`config.mk`:
```
export PLATFORM = sky130hd
export DESIGN_NAME = sec_irq_latch
export DESIGN_NICKNAME = d
export VERILOG_FILES = /design/src/rtl/sec_irq_latch_pkg.sv /design/src/rtl/sil_edge_detect.sv /design/src/rtl/sil_status_bank.sv /design/src/rtl/sec_irq_latch.sv
export SDC_FILE = /design/constraint.sdc
export NUM_CORES = 1
export LEC_CHECK = 0
export ABC_AREA = 1
export ABC_CLOCK_PERIOD_IN_PS = 1870
export BUFFER_PORTS_ARGS = -buffer_cell sky130_fd_sc_hd__buf_2
export CORE_ASPECT_RATIO = 2
export CORE_MARGIN = 4
export CORE_UTILIZATION = 40
export DETAILED_ROUTE_END_ITERATION = 12
export PLACE_DENSITY_LB_ADDON = 0.12
export RECOVER_POWER = 50
export SYNTH_ARGS = -nofsm -noshare
export SYNTH_HDL_FRONTEND = slang
export SYNTH_HIERARCHICAL = 1
export SYNTH_SLANG_ARGS = --single-unit
```
`constraint.sdc`:
```
create_clock -name clk -period 1.87 [get_ports clk]
set_input_delay 0.561 -clock clk [delete_from_list [all_inputs] [get_ports clk]]
set_output_delay 0.561 -clock clk [all_outputs]
set_load 0.01 [all_outputs]
```
`src/rtl/sec_irq_latch_pkg.sv`:
```
// Package: types shared by the status latch modules.
// Assumes: nothing beyond IEEE 1800-2017.
package sec_irq_latch_pkg;

    // How a source change becomes an event
    typedef enum logic {
        EDGE_RISE = 1'b0,
        EDGE_ANY  = 1'b1
    } edge_kind_e;

    // How long a latched bit is held
    typedef enum logic {
        HOLD_TO_READ = 1'b0,
        HOLD_ONE_SEC = 1'b1
    } hold_kind_e;

endpackage

```
`src/rtl/sil_edge_detect.sv`:
```
// Module: sil_edge_detect
// Turns W source levels into one-cycle event flags. Each bit reacts either
// to a rising edge only, or to any change of level, as chosen by kind_sel.
// When HAS_SEL is 0 the selector is ignored and every bit is rising-edge.
// Assumes: the sources are already synchronous to clk.
module sil_edge_detect
    import sec_irq_latch_pkg::*;
#(
    parameter int W       = 8,
    parameter bit HAS_SEL = 1'b1
) (
    input  logic         clk,
    input  logic         rst_n,
    input  logic [W-1:0] src,
    input  logic [W-1:0] kind_sel,
    output logic [W-1:0] evt
);

    logic [W-1:0] prev_q;

    // Keep last-cycle source levels for edge comparison
    always_ff @(posedge clk) begin
        if (!rst_n) prev_q <= '0;
        else        prev_q <= src;
    end

    for (genvar i = 0; i < W; i++) begin : g_bit
        if (HAS_SEL) begin : g_sel
            edge_kind_e kind;
            // Select the event rule for this bit
            always_comb begin
                kind = edge_kind_e'(kind_sel[i]);
                if (kind == EDGE_ANY) evt[i] = src[i] ^ prev_q[i];
                else                  evt[i] = src[i] & ~prev_q[i];
            end
        end else begin : g_rise
            logic unused_sel;
            // Rising-edge only; the selector is not wired
            always_comb begin
                unused_sel = kind_sel[i];
                evt[i]     = src[i] & ~prev_q[i];
            end
        end
    end

endmodule

```
`src/rtl/sil_status_bank.sv`:
```
// Module: sil_status_bank
// Holds W interrupt status bits of one group. A bit sets on its event. If
// its enable is 1 and the group mode is one-second, it is refreshed at each
// tick from the events seen since the previous tick, and reads are ignored.
// Otherwise it is held until a read strobe clears it. An event wins over a
// read in the same cycle.
// Assumes: tick and rd_clr are single-cycle pulses.
module sil_status_bank
    import sec_irq_latch_pkg::*;
#(
    parameter int W = 8
) (
    input  logic         clk,
    input  logic         rst_n,
    input  logic [W-1:0] evt,
    input  logic [W-1:0] ie,
    input  logic         sec_mode,
    input  logic         tick,
    input  logic         rd_clr,
    output logic [W-1:0] stat
);

    hold_kind_e   grp_hold;
    logic [W-1:0] stat_q;
    logic [W-1:0] seen_q;
    logic [W-1:0] stat_d;
    logic [W-1:0] seen_d;

    // Decode the group hold mode
    always_comb grp_hold = hold_kind_e'(sec_mode);

    for (genvar i = 0; i < W; i++) begin : g_bit
        logic timed;
        // Next state of one status bit and its interval-event flag
        always_comb begin
            timed     = ie[i] && (grp_hold == HOLD_ONE_SEC);
            seen_d[i] = tick ? 1'b0 : (seen_q[i] | evt[i]);
            if (timed) begin
                if (tick) stat_d[i] = seen_q[i] | evt[i];
                else      stat_d[i] = stat_q[i] | evt[i];
            end else begin
                stat_d[i] = evt[i] | (stat_q[i] & ~rd_clr);
            end
        end
    end

    // Register status and interval flags
    always_ff @(posedge clk) begin
        if (!rst_n) begin
            stat_q <= '0;
            seen_q <= '0;
        end else begin
            stat_q <= stat_d;
            seen_q <= seen_d;
        end
    end

    assign stat = stat_q;

endmodule

```
`src/rtl/sec_irq_latch.sv`:
```
// Module: sec_irq_latch (top)
// Error and alarm interrupt status with per-group hold mode and a combined
// interrupt line. Error sources count on rising edges; alarm sources on a
// rising edge or any change, selected per bit.
// Assumes: sources, enables and strobes are synchronous to clk.
module sec_irq_latch
    import sec_irq_latch_pkg::*;
#(
    parameter int ERR_W = 8,
    parameter int ALM_W = 16
) (
    input  logic             clk,
    input  logic             rst_n,
    input  logic             sec_tick,
    input  logic [ERR_W-1:0] err_src,
    input  logic [ERR_W-1:0] err_ie,
    input  logic             err_sec_mode,
    input  logic             err_rd_clr,
    input  logic [ALM_W-1:0] alm_src,
    input  logic [ALM_W-1:0] alm_any_edge,
    input  logic [ALM_W-1:0] alm_ie,
    input  logic             alm_sec_mode,
    input  logic             alm_rd_clr,
    output logic [ERR_W-1:0] err_stat,
    output logic [ALM_W-1:0] alm_stat,
    output logic             irq
);

    logic [ERR_W-1:0] err_evt;
    logic [ALM_W-1:0] alm_evt;

    sil_edge_detect #(.W(ERR_W), .HAS_SEL(1'b0)) u_err_edge (
        .clk      (clk),
        .rst_n    (rst_n),
        .src      (err_src),
        .kind_sel ('0),
        .evt      (err_evt)
    );

    sil_edge_detect #(.W(ALM_W), .HAS_SEL(1'b1)) u_alm_edge (
        .clk      (clk),
        .rst_n    (rst_n),
        .src      (alm_src),
        .kind_sel (alm_any_edge),
        .evt      (alm_evt)
    );

    sil_status_bank #(.W(ERR_W)) u_err_bank (
        .clk      (clk),
        .rst_n    (rst_n),
        .evt      (err_evt),
        .ie       (err_ie),
        .sec_mode (err_sec_mode),
        .tick     (sec_tick),
        .rd_clr   (err_rd_clr),
        .stat     (err_stat)
    );

    sil_status_bank #(.W(ALM_W)) u_alm_bank (
        .clk      (clk),
        .rst_n    (rst_n),
        .evt      (alm_evt),
        .ie       (alm_ie),
        .sec_mode (alm_sec_mode),
        .tick     (sec_tick),
        .rd_clr   (alm_rd_clr),
        .stat     (alm_stat)
    );

    // Combine enabled status bits into one request
    always_comb irq = (|(err_stat & err_ie)) | (|(alm_stat & alm_ie));

endmodule

```
==> results.sh, run 1 <==
export IMPL_drive_gt1_share_pct=22.5
export IMPL_dpl_cell_area_mm2=0.00432
export IMPL_instances_no_fill=811
export IMPL_cts_tree="done"
export IMPL_grt_pass1_wl_mm=15.4
export IMPL_row_count=50
export IMPL_worst_slew_pin_slew_ps=827
export IMPL_finalHoldViolations=0
export IMPL_numClockSinks=72
export IMPL_syn_cell_area_mm2=0.00380
export IMPL_hpwl_mm=7.13
export IMPL_p_per_area_mw_per_mm2=842
export IMPL_rsz0062_at_grt="true"
export IMPL_viasPerCell=4.53
export IMPL_placed_cells=792
export IMPL_first_iter_violations=199
export IMPL_io_pin_count=96
export IMPL_dieArea_mm2=0.0112
export IMPL_synth_warnings=6
export IMPL_finClkSkew_ps=4.72
export IMPL_hp_class="in -> reg"
export IMPL_period_share_pct=98.3
export IMPL_area_growth_pct=22.7
export IMPL_arrival_ps=1280
export IMPL_drt_wl_total_mm=9.16
export IMPL_grt_antenna_before_repair=0
export IMPL_post_place_ws_ps=-29.2
export IMPL_clkSlewWorstSetupHoldPaths_ps=50
export IMPL_critical_path_class="reg -> out"
export IMPL_drt_pass1_iter_count=4
export IMPL_endpoint_kind="output pin"
export IMPL_diodes=0
export IMPL_p_leak_nw=2.78
export IMPL_hold_ws_ps=425
export IMPL_path_max_fanout=4
export IMPL_die_w_um=77.0
export IMPL_route_detailed_drc=0
export IMPL_final_area_mm2=0.00467
export IMPL_die_h_um=146
export IMPL_fmax_mhz=544
export IMPL_port_buffers=95
export IMPL_clockBufferDepth=2
export IMPL_h_tree_depth=3
export IMPL_cp_start_kind="register"
export IMPL_routed_via_count=3672
export IMPL_post_synth_inst_count=602
export IMPL_numCtsBuffers=9
export IMPL_overflow=0
export IMPL_syn_avg_cell_area_um2=6.32
export IMPL_start_util_pct=40.8
export IMPL_tns_ps=0
export IMPL_period_minus_slack_ps=1840
export IMPL_place_gp_congestion=0.831
export IMPL_grt_pass1_vias=3532
export IMPL_drv_slew=0
export IMPL_setup_slack_ps=32.5
export IMPL_coreArea_mm2=0.00932
export IMPL_ant_nets=0
export IMPL_total_power_mw=3.93
export IMPL_maxSlewHeadroom_pct=44.8
export IMPL_vdd_drop_max_mv=0.543
export IMPL_grt_max_degree=29
export IMPL_wl_per_cell_um=11.3
export IMPL_setup_viol=0
export IMPL_fin_util_pct=50.1
export IMPL_maxCapViolations=0
export IMPL_layout_nets=792
export IMPL_root_buffer="clkbuf_16"
export IMPL_grt_util_all_layers_pct=17.1
export IMPL_synth_nets=689
export IMPL_fillers=986
export IMPL_required_ps=1310
export IMPL_clock_latency_ps=330
export IMPL_status="finished clean"
==> layer usage <==
metal / wire length [µm] / vias to the layer above / global-route usage (%) / part of all wire [%]
li1: - / 1954 / - / -
met3: 452 / 15 / 4.40 / 4.9
met2: 4850 / 89 / 31.4 / 53
met5: 0 / - / 0 / 0
met1: 3670 / 1614 / 17.9 / 40
met4: 185 / 0 / 7.44 / 2.0
==> where the power goes <==
group          switching (mW)  leakage, nW  total (mW)  internal [mW]
sequential             0.0607        0.602        1.71           1.65
combinational           0.408         2.05       0.692          0.284
clock                   0.582        0.130        1.53          0.945
==> path summary, 6_finish.rpt <==
check	cells after the start	to	slack, ps	start
max reg2reg	9	u_alm_bank/stat[2]	710	u_alm_edge/prev_q[2]
min	3	u_err_edge/prev_q[5]	430	err_src[5]
max	7	irq	30	u_alm_bank/stat[11]
min reg2reg	2	u_alm_bank/seen_q[12]	460	u_alm_bank/seen_q[12]
==> cell type report <==
type / count / area, µm² / share of cell area, %
multi-input combinational: 374 / 1720 / 36.8
tap: 104 / 130 / 2.79
inverter: 141 / 532 / 11.4
clock inverter: 1 / 5.00 / 0.107
clock buffer: 12 / 256 / 5.50
sequential: 72 / 1470 / 31.5
timing repair buffer: 107 / 553 / 11.9
==> registers in the layout, indices dropped and copies added, names as in the netlist <==
name and flops:
u_alm_edge/prev_q 16, u_alm_bank/stat 16, u_alm_bank/seen_q 16, u_err_bank/stat 8
u_err_bank/seen_q 8, u_err_edge/prev_q 8
==> what timing repair did <==
item | in CTS | in global routing
setup endpoints to repair | 1 | 1
hold buffers | 0 | 0
gates resized for setup | 12 | 20
pin swaps | 4 | 12
buffers inserted | 1 | 5
==> cell usage in the layout, fill, tap and decap left out, types with 8 or more instances in the layout <==
master / instances
buf_2: 93
nor2_1: 73
nand2_2: 13
a21oi_1: 23
inv_1: 139
nand2_1: 197
clkbuf_16: 9
dfxtp_2: 14
a21oi_2: 8
nand3_1: 27
ha_1: 16
dfxtp_1: 55
buf_4: 9
==> critical path: stages, from the launching register on <==
cell,delay (ps)
dfxtp_4,360
nand2_2,60
nand2_2,40
nor2_2,120
nand2_1,70
nor2_1,100
nand2_1,60
buf_2,140
(Power assumes the default switching activity.)
==> run 2, diff against run 1 <==
--- a/config.mk
+++ b/config.mk
@@ -14,6 +14,7 @@
 export DETAILED_ROUTE_END_ITERATION = 12
 export PLACE_DENSITY_LB_ADDON = 0.12
 export RECOVER_POWER = 50
+export SETUP_SLACK_MARGIN = 0.05
 export SYNTH_ARGS = -nofsm -noshare
 export SYNTH_HDL_FRONTEND = slang
 export SYNTH_HIERARCHICAL = 1
==> run 2 against run 1 <==
Against the previous run: sequential share of layout area shrank 0.54 points; global-route usage grew 0.31 points; critical path type is now in -> out; largest cell class unchanged; largest power group unchanged; core utilization grew 0.83 points; final cell count grew 1.1%.
==> results.sh, run 2 (synthesized netlist as in run 1, its figures left out) <==
export IMPL_fin_util_pct=50.9
export IMPL_h_tree_depth=3
export IMPL_cp_start_kind="input pin"
export IMPL_grt_pass1_wl_mm=15.6
export IMPL_numCtsBuffers=9
export IMPL_period_share_pct=97.7
export IMPL_drive_gt1_share_pct=23.5
export IMPL_finClkSkew_ps=5.11
export IMPL_critical_path_class="in -> out"
export IMPL_hold_buffers=0
export IMPL_maxSlewHeadroom_pct=45.3
export IMPL_cpPeakStageDelay_ps=140
export IMPL_coreArea_mm2=0.00932
export IMPL_use_met1_pct=18.2
export IMPL_diodes=0
export IMPL_die_w_um=77.0
export IMPL_cp_cell_sequence="buf_6 > nand2_1 > nand2_1 > nor2_2 > nand2_1 > nor2_1 > nand2_1 > buf_2"
export IMPL_cp_slowest_cell="buf_2"
export IMPL_path_buf_inv=2
export IMPL_endpoint_kind="output pin"
export IMPL_hold_ws_ps=423
export IMPL_first_iter_violations=186
export IMPL_grt_antenna_before_repair=0
export IMPL_fmax_mhz=547
export IMPL_place_gp_congestion=0.831
export IMPL_layout_nets=801
export IMPL_worst_slew_pin_slew_ps=821
export IMPL_ant_nets=0
export IMPL_status="finished clean"
export IMPL_io_pin_count=96
export IMPL_p_per_area_mw_per_mm2=834
export IMPL_critPathMostFrequentCell="nand2_1"
export IMPL_grt_busiest_layer="met2"
export IMPL_grt_max_degree=29
export IMPL_period_minus_slack_ps=1830
export IMPL_numClockSinks=72
export IMPL_path_max_fanout=2
export IMPL_grt_pass1_vias=3590
export IMPL_clockBufferDepth=2
export IMPL_die_h_um=146
export IMPL_dieArea_mm2=0.0112
export IMPL_vdd_drop_max_mv=0.543
export IMPL_layout_common_cells="198 x nand2_1, 139 x inv_1, 90 x buf_2, 73 x nor2_1, 54 x dfxtp_1"
export IMPL_row_count=50
export IMPL_grt_util_all_layers_pct=17.4
export IMPL_drt_wl_total_mm=9.29
export IMPL_cts_tree="done"
export IMPL_use_met2_pct=32.0
export IMPL_route_detailed_drc=0
export IMPL_port_buffers=95
export IMPL_clock_latency_ps=330
export IMPL_viasPerCell=4.54
export IMPL_drv_slew=0
export IMPL_clkSlewWorstSetupHoldPaths_ps=50
export IMPL_arrival_ps=1270
export IMPL_hp_class="in -> reg"
export IMPL_wl_per_cell_um=11.3
export IMPL_p_leak_nw=2.83
export IMPL_required_ps=1310
export IMPL_area_growth_pct=24.7
export IMPL_rsz0062_at_grt="true"
export IMPL_overflow=0
export IMPL_grt_use_met3_pct=4.40
export IMPL_final_common_cell="nand2_1"
export IMPL_critPathTopFamily="simple AND/OR/NAND/NOR gates"
export IMPL_finalHoldViolations=0
export IMPL_root_buffer="clkbuf_16"
export IMPL_hpwl_mm=7.13
export IMPL_setup_viol=0
export IMPL_start_util_pct=40.8
export IMPL_maxCapViolations=0
export IMPL_drt_pass1_iter_count=4
export IMPL_routed_via_count=3724
[run 2: cell count changes in the layout (fill, tap and decap cells not counted), sizes merged]
cell,previous run,this run
buf,102,111
[run 2: worst paths after layout]
path                            depth (start not counted)                     to  slack (ps)                  start
worst min-delay path                                    3   u_err_edge/prev_q[5]         420             err_src[5]
worst max-delay path                                    8                    irq          40             alm_ie[13]
worst max register to register                          9     u_alm_bank/stat[2]         700   u_alm_edge/prev_q[2]
worst min register to register                          2  u_alm_bank/seen_q[15]         460  u_alm_bank/seen_q[15]
[run 2: where the power goes]
part           leakage (nW)  internal [mW]  switching [mW]  total [mW]
clock                 0.130          0.944           0.585        1.53
sequential            0.602           1.65          0.0533        1.70
combinational          2.10          0.308           0.420       0.728
total                  2.83           2.90            1.06        3.96
[run 2: metrics by stage]
stage	setup slack (ps)	instance area (µm²)	setup TNS (ps)	std cells	power, mW
2_1_floorplan	355	3800	0	602	2.16
3_3_place_gp	-42.1	4320	-42.1	792	2.38
3_5_place_dp	-29.2	4320	-29.2	792	2.41
4_1_cts	22.4	4700	0	813	4.00
5_1_grt	-65.8	4740	-65.8	820	4.22
6_report	43.4	4740	0	820	3.96
[run 2: final cells by class]
type,instances,area [µm²]
multi-input combinational,374,1710
clock buffer,12,256
fill,982,4580
inverter,141,532
sequential,72,1470
clock inverter,1,5.00
tap,104,130
timing repair buffer,116,639
[run 2: routing by layer]
| metal | wire (µm) | vias to the layer above |
|---|---|---|
| met5 | 0 | - |
| met4 | 208 | 0 |
| met3 | 441 | 15 |
| met2 | 4950 | 87 |
| met1 | 3700 | 1649 |
| li1 | - | 1973 |
[run 2: what timing repair did]
item / 4_1_cts / 5_1_grt
setup buffers: 8 / 7
resized for setup: 25 / 8
pin swaps: 14 / 7
setup endpoints to repair: 1 / 1
[run 2: worst min-delay path, cell delays in order]
cell and delay, ps:
buf_2 90, nand2_1 40, inv_1 40
==> run 3, diff against run 2 <==
--- a/config.mk
+++ b/config.mk
@@ -8,9 +8,11 @@
 export ABC_AREA = 1
 export ABC_CLOCK_PERIOD_IN_PS = 1870
 export BUFFER_PORTS_ARGS = -buffer_cell sky130_fd_sc_hd__buf_2
+export CELL_PAD_IN_SITES_DETAIL_PLACEMENT = 1
+export CELL_PAD_IN_SITES_GLOBAL_PLACEMENT = 2
 export CORE_ASPECT_RATIO = 2
 export CORE_MARGIN = 4
-export CORE_UTILIZATION = 40
+export CORE_UTILIZATION = 30
 export DETAILED_ROUTE_END_ITERATION = 12
 export PLACE_DENSITY_LB_ADDON = 0.12
 export RECOVER_POWER = 50
==> run 3 against run 2 <==
Against the previous run: the run now ends with negative setup slack left; clock skew is 0.55 ps lower; count of clock-buffer cells in the layout is 1 lower; wire length is 23% higher; power is 9.9% higher; combinational power is 7.1% higher; core utilization is 11 points lower; cell area is 4.4% higher; global-route usage is 0.84 points lower; non-clock buffer count is 6 higher; sequential share of layout area is 1.2 points lower; clock power is 22% higher; worst setup slack worse by 50 ps.
==> results.sh, run 3 (synthesized netlist as in run 1, its figures left out) <==
export IMPL_layout_nets=807
export IMPL_pwr_share_comb_pct=17.9
export IMPL_seq_power_share_pct=39.2
export IMPL_clockBufferDepth=2
export IMPL_drt_wl_total_mm=11.5
export IMPL_clkPwrFrac_pct=42.9
export IMPL_path_max_fanout=2
export IMPL_clkSlewWorstSetupHoldPaths_ps=60
export IMPL_fmax_mhz=533
export IMPL_first_iter_violations=92
export IMPL_io_pin_count=96
export IMPL_placed_cells=847
export IMPL_p_per_area_mw_per_mm2=879
export IMPL_layout_common_cells="193 x nand2_1, 138 x inv_1, 91 x buf_2, 71 x nor2_1, 52 x dfxtp_1"
export IMPL_viasPerCell=4.44
export IMPL_finalHoldViolations=0
export IMPL_grt_pass1_vias=4170
export IMPL_fin_util_pct=39.7
export IMPL_setup_slack_ps=-6.22
export IMPL_grt_max_degree=40
export IMPL_area_growth_pct=30.1
export IMPL_drive_gt1_share_pct=25.7
export IMPL_finClkSkew_ps=4.56
export IMPL_root_buffer="clkbuf_16"
export IMPL_hp_class="in -> reg"
export IMPL_cp_start_kind="input pin"
export IMPL_power_net_switching_mw=1.18
export IMPL_hold_buffers=0
export IMPL_endpoint_kind="output pin"
export IMPL_maxSlewHeadroom_pct=52.1
export IMPL_intPower_mw=3.17
export IMPL_coreArea_mm2=0.0125
export IMPL_required_ps=1310
export IMPL_clock_latency_ps=330
export IMPL_port_buffers=95
export IMPL_total_power_mw=4.35
export IMPL_grt_pass1_wl_mm=18.9
export IMPL_cts_tree="done"
export IMPL_setup_viol=1
export IMPL_hpwl_mm=8.90
export IMPL_final_common_cell="nand2_1"
export IMPL_drt_pass1_iter_count=4
export IMPL_die_h_um=167
export IMPL_status="finished, violations left"
export IMPL_maxCapViolations=0
export IMPL_instances_no_fill=875
export IMPL_hold_ws_ps=421
export IMPL_row_count=58
export IMPL_period_minus_slack_ps=1880
export IMPL_wl_per_cell_um=13.1
export IMPL_grt_antenna_before_repair=0
export IMPL_diodes=0
export IMPL_start_util_pct=30.5
export IMPL_sw_frac_of_total_pct=27.1
export IMPL_place_gp_congestion=0.750
export IMPL_critical_path_class="in -> out"
export IMPL_numClockSinks=72
export IMPL_routed_via_count=3881
export IMPL_post_place_ws_ps=-119
export IMPL_overflow=0
export IMPL_dieArea_mm2=0.0147
export IMPL_worst_slew_pin_slew_ps=717
export IMPL_final_area_mm2=0.00495
export IMPL_p_leak_nw=2.89
export IMPL_numCtsBuffers=9
export IMPL_h_tree_depth=3
export IMPL_die_w_um=87.6
export IMPL_tns_ps=-6.22
export IMPL_ant_nets=0
export IMPL_rsz0062_at_grt="true"
export IMPL_dpl_cell_area_mm2=0.00447
export IMPL_period_share_pct=100
export IMPL_grt_util_all_layers_pct=16.6
export IMPL_arrival_ps=1320
export IMPL_drv_slew=0
export IMPL_vdd_drop_max_mv=0.486
export IMPL_violations="negative setup slack"
export IMPL_route_detailed_drc=0
-- run 3: cell types whose count changed in the layout (fill, tap and decap cells not counted), moves of 2 or more --
cell / change
o21ai_0: +2
nand2_1: -5
nand2_2: +5
nor2_4: +2
clkinvlp_4: +2
dfxtp_1: -2
bufinv_16: +2
buf_4: +5
o21ai_1: -2
nor2_1: -2
-- run 3: timing repair --
item | in CTS | in global routing
endpoints found under the setup margin | 1 | 1
setup buffers | 6 | 6
pin swaps | 8 | 17
gates resized for setup | 14 | 35
-- run 3: power by group through the flow --
stage               Sequential, mW  Combinational [mW]  Clock [mW]
detailed placement            1.74               0.727           0
CTS                           1.70               0.764        1.92
global route                  1.72               0.901        1.99
global placement              1.74               0.688           0
finish                        1.70               0.780        1.87
floorplan                     1.75               0.419           0
-- run 3: critical path, cell delays in order --
cell     delay (ps)
buf_2           120
nand2_1          60
nand2_1          70
nor2_2          120
nand2_2          60
nor2_2          120
nand2_1          70
buf_2           140
-- run 3: final timing paths --
| check | from | end | slack, ps | cells past startpoint |
|---|---|---|---|---|
| worst min register to register | u_alm_bank/seen_q[8] | u_alm_bank/seen_q[8] | 460 | 2 |
| worst max register to register | u_alm_edge/prev_q[13] | u_alm_bank/stat[13] | 650 | 9 |
| worst max-delay path | alm_ie[12] | irq | -6 | 8 |
| worst min-delay path | err_src[7] | u_err_edge/prev_q[7] | 420 | 3 |
-- run 3: layout make-up --
type                    instances  area, µm²
flip-flops and latches         72       1470
fillers                      1684       7530
clock buffers                  11        243
repair buffers                122        698
clock inverters                 5       80.1
inverters                     141        532
multi-input cells             374       1740
well taps                     150        188
-- run 3: routing by layer --
layer,wire length [µm],track usage [%],vias to the layer above
li1,-,-,1983
met1,4180,16.5,1808
met2,6520,32.3,74
met3,468,2.76,16
met4,283,6.48,0
met5,0,0,-
